[config.mk]
export PLATFORM = sky130hd
export DESIGN_NAME = sar_ctrl
export DESIGN_NICKNAME = d
export VERILOG_FILES = /design/src/rtl/sar_ctrl.sv
export SDC_FILE = /design/constraint.sdc
export NUM_CORES = 1
export LEC_CHECK = 0
export BUFFER_PORTS_ARGS = -buffer_cell sky130_fd_sc_hd__clkbuf_2
export CAP_MARGIN = 20
export CORE_ASPECT_RATIO = 1.1
export CORE_UTILIZATION = 53
export CTS_CLUSTER_SIZE = 30
export DETAILED_ROUTE_END_ITERATION = 10
export PLACE_DENSITY = 0.78
export SETUP_SLACK_MARGIN = 0.4
export SLEW_MARGIN = 20
export SYNTH_ARGS = -nofsm -noshare
export SYNTH_HDL_FRONTEND = slang
export SYNTH_SLANG_ARGS = --single-unit
[constraint.sdc]
create_clock -name clk -period 2.4 [get_ports clk]
set_clock_uncertainty 0.1 [all_clocks]
set_input_delay 0.12 -clock clk [delete_from_list [all_inputs] [get_ports clk]]
set_output_delay 0.12 -clock clk [all_outputs]
set_load 0.02 [all_outputs]
[src/rtl/sar_ctrl.sv]
module sar_ctrl #(
  parameter int SETTLE = 4,
  parameter logic [7:0] CTRL_ADDR   = 8'hF7,
  parameter logic [7:0] RES_HI_ADDR = 8'hF5,
  parameter logic [7:0] RES_LO_ADDR = 8'hF6
) (
  input  logic       clk,
  input  logic       rst_n,
  input  logic [7:0] bus_addr,
  input  logic       bus_wr,
  input  logic [7:0] bus_wdata,
  output logic [7:0] bus_rdata,
  input  logic       cmp_in,
  output logic [3:0] chan_sel,
  output logic [9:0] dac_code
);
  localparam int NBITS = 10;
  localparam int CW = (SETTLE > 1) ? $clog2(SETTLE) : 1;
  localparam logic [3:0] LAST_CH = 4'd8;

  logic [3:0]    sel_field;
  logic          eoc;
  logic          busy;
  logic [3:0]    chan_q;
  logic [9:0]    trial;
  logic [9:0]    result;
  logic [3:0]    idx;
  logic [CW-1:0] cnt;

  wire ctrl_wr  = bus_wr && (bus_addr == CTRL_ADDR);
  wire go       = ctrl_wr && bus_wdata[0] && !busy;
  wire step_end = busy && (cnt == CW'(SETTLE - 1));
  wire last     = (idx == 4'd0);

  wire [9:0] mask = 10'd1 << idx;
  wire [9:0] kept = cmp_in ? trial : (trial & ~mask);
  wire [9:0] next_trial = last ? kept : (kept | (mask >> 1));
  wire [3:0] start_ch = (bus_wdata[7:4] > LAST_CH) ? 4'd0 : bus_wdata[7:4];

  always_ff @(posedge clk or negedge rst_n) begin
    if (!rst_n) begin
      sel_field <= '0;
      eoc       <= 1'b0;
      busy      <= 1'b0;
      chan_q    <= '0;
      trial     <= '0;
      result    <= '0;
      idx       <= '0;
      cnt       <= '0;
    end else begin
      if (ctrl_wr) sel_field <= bus_wdata[7:4];
      if (go) begin
        busy   <= 1'b1;
        eoc    <= 1'b0;
        trial  <= 10'h200;
        idx    <= 4'(NBITS - 1);
        cnt    <= '0;
        chan_q <= start_ch;
      end else if (busy) begin
        if (step_end) begin
          cnt   <= '0;
          trial <= next_trial;
          if (last) begin
            busy   <= 1'b0;
            eoc    <= 1'b1;
            result <= kept;
          end else begin
            idx <= idx - 4'd1;
          end
        end else begin
          cnt <= cnt + CW'(1);
        end
      end
    end
  end

  assign chan_sel = chan_q;
  assign dac_code = trial;

  always_comb begin
    case (bus_addr)
      CTRL_ADDR:   bus_rdata = {sel_field, eoc, 3'b000};
      RES_HI_ADDR: bus_rdata = result[9:2];
      RES_LO_ADDR: bus_rdata = {result[1:0], 6'b0};
      default:     bus_rdata = 8'h00;
    endcase
  end
endmodule

==> metrics.md, run 1 <==
| Metric | Value |
|---|---|
| IO buf count | 38 |
| Fin crit share | 80.67% |
| Worst hold path endpoint | busy$_DFF_PN0_ |
| Leakage power | around 1.1 nW |
| Htree depth | 2 |
| Synth Warn # | 0 |
| Design Area, Final | about 2200 µm² |
| Critical Path Slowest Stage Cell | dfrtp_1 |
| Post-route ant nets | 0 |
| Wire per inst | approximately 16 µm |
| Hold Crit Start | bus_wdata[0] |
| Cell Rows | 22 |
| Crit-path cells | inv_1, ha_1, nor3b_4, nand2_4, mux2_4 |
| Crit-path leading delay family | simple AND/OR/NAND/NOR gates |
| Inserted Clock Buffers | 5 |
| Synthesized area per cell | between 10 and 15 µm² |
| Synthesized Nets | around 200 |
| Worst Max-Slew Pin Slew | just under 900 ps |
| Ys flop type | dfrtp_1 |
| Area grow syn2layout | 17.68% |
| Crit end category | register |
| Max IR drop VDD | roughly 0.42 mV |
| Nets | roughly 240 |
| Count of maximum capacitance violations | 0 |
| Die H | 64.75 µm |
| Mapped Area | ~1900 µm² |
| Buf+Inv Stages, Crit Path | 1 |
| R2r worst-path depth | 5 |
| Pin count of the biggest net entering global routing | 37 |
| Synth async-reset ratio | 100.0% |
| Final setup fails | 0 |
| DP Area | approximately 2100 µm² |
| Sink Count | 36 |
| CP startpoint kind | register |
| Drt total wl | between 4000 and 5000 µm |
| Crit Path Class | register to register |
| Core box area | roughly 3400 µm² |
| Hold slack | 101.7 ps |
| CTS Root Cell | clkbuf_4 |
| Die area | roughly 3800 µm² |
| Final HPWL DP | approximately 3000 µm |
| Setup tns final | 0 ps |
| Worst-path fanout max | 11 |
| Via count | between 1500 and 2000 |
| Post-synthesis cell type count | 39 |
| Slowest stage delay, CP | 440 ps |
| Iter 0 DRT Violations | 80 |
| Power Dens Cells | roughly 620 nW/µm² |
| Initial core utilization | a little under three fifths |
| CTS tree | built |
| Worst-Skew Late Latency | ~350 ps |
| Synth area leader | dfrtp_1 |
| Initial antenna violation count | 0 |
| GRT Util Overall | between 20% and 30% |
| Vias per cell | between 5 and 6 |
| Worst r2r dst | result[1]$_DFFE_PN0P_ |
| Hold Path Depth | 3 |
| Hold WC Path Type | input port to register |
| Critical Path AT | between 2000 and 2500 ps |
| Die W | ~59 µm |
| Gpl congestion | 0.8519 |
| I/O pins | 42 |
| Seq cells post-synth | 36 |
| RSZ-0062 raised after global routing | false |
| Worst reg2reg startpoint | idx[0]$_DFFE_PN0P_ |
| Register area share after synthesis | a little under half |
| Final Hold Fails | 0 |
| Clock-pin transition on the worst setup and hold timing paths | 100 ps |
| Antenna cells | 0 |
| Fmax | 516.5 MHz |
| Slew Limit Headroom | about two fifths |
| Layout cells sized above 1 | about 28% |
| First-pass GRT wire length | around 6900 µm |
| Cell count after synthesis | around 170 |
| Run status | finished, final reports clean |
| # DRC | 0 |
| Share of the synthesized area in the top cell type | 47.49% |
| Max-slew violations | 0 |
| Number of global-route vias before repair | approximately 1500 |
| CTS max path bufs | 2 |
| Most frequent cell after synthesis | dfrtp_1 |
| Drt pass-1 iters | 5 |
| Post-layout min period | between 1500 and 2000 ps |
| Commonest cells post-synth | dfrtp_1, o21ai_0, nand2_1, nand3_1, nor2_1 |
| Required @ worst endpoint | between 2000 and 3000 ps |
| R2r setup slk | approximately 460 ps |
| Main area contributors after synthesis | dfrtp_1, mux2_4, o21ai_0, mux2_1, ha_1 |
| Post-synth EDFFs | 0 |
| Remaining global-route overflow | 0 |
-- cells in the final DEF, fill, tap and decap left out, drive strengths merged, types with 2 or more instances in the layout --
cell type,netlist,routed
clkbuf,0,44
dfrtp,36,36
a21boi,4,4
dlygate4sd3,0,6
nor2,10,10
buf,10,2
inv,2,2
and4b,3,3
nor3b,4,4
and3,2,2
a22oi,2,2
o22ai,2,2
o21ai,19,19
nand3,10,10
mux2,18,18
ha,6,6
or3b,3,3
nand2,11,11
or3,4,4
or2,2,2
mux2i,5,5
a21oi,6,6
nor2b,4,4
-- routing by layer --
metal | vias up | GRT usage (%) | routed length (µm)
li1 | 711 | - | -
met1 | 752 | 29.80 | 1714
met2 | 66 | 41.19 | 2090
met3 | 11 | 6.786 | 256
met4 | 0 | 7.738 | 87
met5 | - | 0 | 0
-- logic make-up after synthesis --
| group | after synthesis | synth area share [%] |
|---|---|---|
| compound gates | 37 | 11.28 |
| fa+ha+maj | 6 | 3.958 |
| buf+inv | 12 | 4.156 |
| flops | 36 | 47.49 |
| mux | 23 | 14.71 |
| simple gates | 59 | 18.40 |
-- tightest hold or removal path: stages --
cell and delay [ps]:
clkbuf_2 90, a21boi_0 110, a22o_1 190
-- power by group --
group | internal [W] | switching [W] | total, W
combinational | 0.000104 | 0.000156 | 0.000260
clock | 0.000218 | 0.000201 | 0.000419
sequential | 0.000655 | 0.0000539 | 0.000709
total | 0.000977 | 0.000411 | 0.00139
-- layout make-up --
type	instances	area (µm²)
Fill cell	282	1154
Timing Repair Buffer	46	265.3
Tap cell	48	60.06
Sequential cell	36	900.9
Clock inverter	2	35.03
Clock buffer	6	41.29
Inverter	2	7.507
Multi-Input combinational cell	125	922.1
-- per-stage QoR --
stage                power, W  setup slack [ps]  cells  utilization, %
floorplan           0.0008838             665.6    173               -
finish               0.001388             463.8    265           65.93
global placement    0.0009520             485.4    250           61.53
detailed placement  0.0009694             402.9    250           61.53
global route         0.001464             410.0    265           65.93
CTS                  0.001398             450.3    264           65.71
-- flip-flops by register name, summed over array words and instances (netlist names) --
register	cells
dac_code	10
result	10
chan_sel	4
idx	4
sel_field	4
cnt	2
busy	1
eoc	1
-- worst max-delay path by stage --
stage / to / slack [ps] / cells past startpoint / startpoint
2_1_floorplan: result[1]$_DFFE_PN0P_ / 670 / 6 / idx[0]$_DFFE_PN0P_
3_3_place_gp: result[9]$_DFFE_PN0P_ / 490 / 5 / idx[0]$_DFFE_PN0P_
3_5_place_dp: result[7]$_DFFE_PN0P_ / 400 / 5 / idx[0]$_DFFE_PN0P_
4_1_cts: result[7]$_DFFE_PN0P_ / 450 / 5 / idx[0]$_DFFE_PN0P_
5_1_grt: result[1]$_DFFE_PN0P_ / 410 / 5 / idx[0]$_DFFE_PN0P_
6_report: result[1]$_DFFE_PN0P_ / 460 / 5 / idx[0]$_DFFE_PN0P_
-- timing repair --
item	4_1_cts	5_1_grt
gates resized for setup	1	0
buffers inserted	0	1
setup endpoints to repair	7	8
pin swaps	0	0
endpoints found under the hold margin	41	0
hold buffers	6	0
(Power assumes the default switching activity.)
==> run 2, diff against run 1 <==
==> constraint.sdc (replaced) <==
create_clock -name clk -period 1.9 [get_ports clk]
set_clock_uncertainty 0.1 [all_clocks]
set_input_delay 0.095 -clock clk [delete_from_list [all_inputs] [get_ports clk]]
set_output_delay 0.095 -clock clk [all_outputs]
set_load 0.02 [all_outputs]
==> run 2 against run 1 <==
Compared with the run above:
- die area unchanged
- clock-buffer cell count increased by 1
- combinational power increased by 100%
- critical path depth unchanged
- cell count increased by 6.8%
- cell area increased by 12%
- routed wire length increased by 17%
- non-clock buffer count increased by 17
- first-iteration DRC count decreased by 35%
- sequential share of layout area decreased by 4.3 points
- clock power increased by 45%
==> metrics.md, run 2 (same netlist as run 1, synthesis figures left out) <==
| Metric | Value |
|---|---|
| Die area | between 3000 and 4000 µm² |
| Slowest stage delay, CP | 420 ps |
| Layout cells sized above 1 | 44.68% |
| Post-layout min period | approximately 1600 ps |
| Remaining global-route overflow | 0 |
| Initial antenna violation count | 0 |
| Crit-path cells | inv_2, ha_4, nor3b_4, nand2_4, mux2_4 |
| Vias per cell | around 5.9 |
| Post-Route M1 WL | 1789 µm |
| Antenna cells | 0 |
| Worst-path fanout max | 6 |
| Die H | 64.75 µm |
| Worst-Skew Late Latency | between 300 and 400 ps |
| Leakage power | between 1 and 1.5 nW |
| Highest metal used | met4 |
| Setup tns final | 0 ps |
| Nets | 260 |
| Critical Path Slowest Stage Cell | dfrtp_1 |
| Required @ worst endpoint | 2040 ps |
| Crit Path Class | register to register |
| Power Dens Cells | between 800 and 900 nW/µm² |
| Gpl congestion | ~0.95 |
| Die W | approximately 59 µm |
| Core box area | 3386 µm² |
| Worst Max-Slew Pin Slew | about 460 ps |
| Final Hold Fails | 0 |
| IO buf count | 38 |
| Post-Layout Cell Count | about 280 |
| GRT Util Overall | 27.35% |
| Total Power | about 0.0020 W |
| Critical Path AT | 1770 ps |
| Post-route ant nets | 0 |
| Number of global-route vias before repair | roughly 1700 |
| Via count | 1668 |
| Final HPWL DP | about 3200 µm |
| Pin count of the biggest net entering global routing | 20 |
| Inserted Clock Buffers | 5 |
| Commonest non-fill, non-tap cells in the layout | clkbuf_2, dfrtp_1, buf_4 |
| Drt pass-1 iters | 4 |
| Clock-pin transition on the worst setup and hold timing paths | roughly 100 ps |
| Initial core utilization | a little under three fifths |
| Iter 0 DRT Violations | 52 |
| Cell Rows | 22 |
| CTS tree | built |
| Dpl cells | 253 |
| Commonest non-fill, non-tap cell in the layout | clkbuf_2 |
| Max IR drop VDD | 0.6952 mV |
| Final setup fails | 0 |
| Run status | finished, final reports clean |
| Fin crit share | a little under nine tenths |
| Fmax | 616.9 MHz |
| # DRC | 0 |
| Hold WC Path Type | input port to register |
| CTS max path bufs | 2 |
| Wire per inst | between 15 and 20 µm |
| First-pass GRT wire length | between 7000 and 8000 µm |
| Htree depth | 2 |
| Drt total wl | 4854 µm |
| DR WL met3 | 225 µm |
| Max-slew violations | 0 |
| RSZ-0062 raised after global routing | true |
| CP startpoint kind | register |
| Crit end category | register |
| I/O pins | 42 |
| Area grow syn2layout | 32.26% |
| Slew Limit Headroom | between 60 and 70% |
| Routed length on met2 | roughly 2700 µm |
| CTS Root Cell | clkbuf_4 |
| Sink Count | 36 |
| Count of maximum capacitance violations | 0 |
[run 2: final timing paths]
kind	slack [ps]	to	cells past startpoint	from
hold / removal	70	busy$_DFF_PN0_	3	bus_wdata[0]
min in group asynchronous	100	sel_field[0]$_DFFE_PN0N_	2	rst_n
setup reg to reg	280	result[8]$_DFFE_PN0P_	5	idx[0]$_DFFE_PN0P_
hold reg to reg	400	chan_sel[1]$_DFFE_PN0N_	1	chan_sel[1]$_DFFE_PN0N_
setup / recovery	280	result[8]$_DFFE_PN0P_	5	idx[0]$_DFFE_PN0P_
max in group asynchronous	960	idx[3]$_DFFE_PN0P_	3	rst_n
[run 2: report_power, final]
part	internal, W	switching (W)	total [W]
logic	0.000245	0.000274	0.000520
registers	0.000828	0.0000636	0.000892
clock network	0.000349	0.000260	0.000609
total	0.00142	0.000598	0.00202
[run 2: worst max-delay path: cells and delay by family (launching register included)]
| kind | cells | cell delay (ps) |
|---|---|---|
| fa+ha+maj | 1 | 170 |
| buf+inv | 1 | 90 |
| flops | 1 | 420 |
| mux | 1 | 320 |
| simple gates | 2 | 430 |
[run 2: what timing repair did]
item,4_1_cts,5_1_grt
pin swaps,9,9
hold endpoints to repair,27,0
resized for setup,17,20
setup buffers,12,3
gates cloned,1,0
hold buffers,6,0
endpoints found under the setup margin,27,32
[run 2: per-stage QoR]
stage | cell area, µm² | hold WS [ps] | setup WS (ps) | util (%)
after floorplan | 1933 | -300.6 | 262.9 | -
after global placement | 2128 | -56.60 | 197.6 | 62.86
after detailed placement | 2128 | -40.50 | 157.3 | 62.86
after CTS | 2434 | 33.60 | 306.5 | 71.88
after global routing | 2509 | 79.27 | 207.4 | 74.09
final | 2509 | 72.65 | 279.1 | 74.09
[run 2: per-layer routing]
layer | vias to the layer above | global-route usage [%]
li1 | 752 | -
met1 | 836 | 27.95
met2 | 66 | 50.57
met3 | 14 | 4.990
met4 | 0 | 15.77
met5 | - | 0
[run 2: layout make-up]
cell class,count,area [µm²]
tap,48,60.06
sequential,36,903.4
multi-input combinational,126,1041
inverter,2,7.507
timing repair buffer,63,401.6
clock buffer,7,65.06
fill,231,877.1
clock inverter,1,30.03
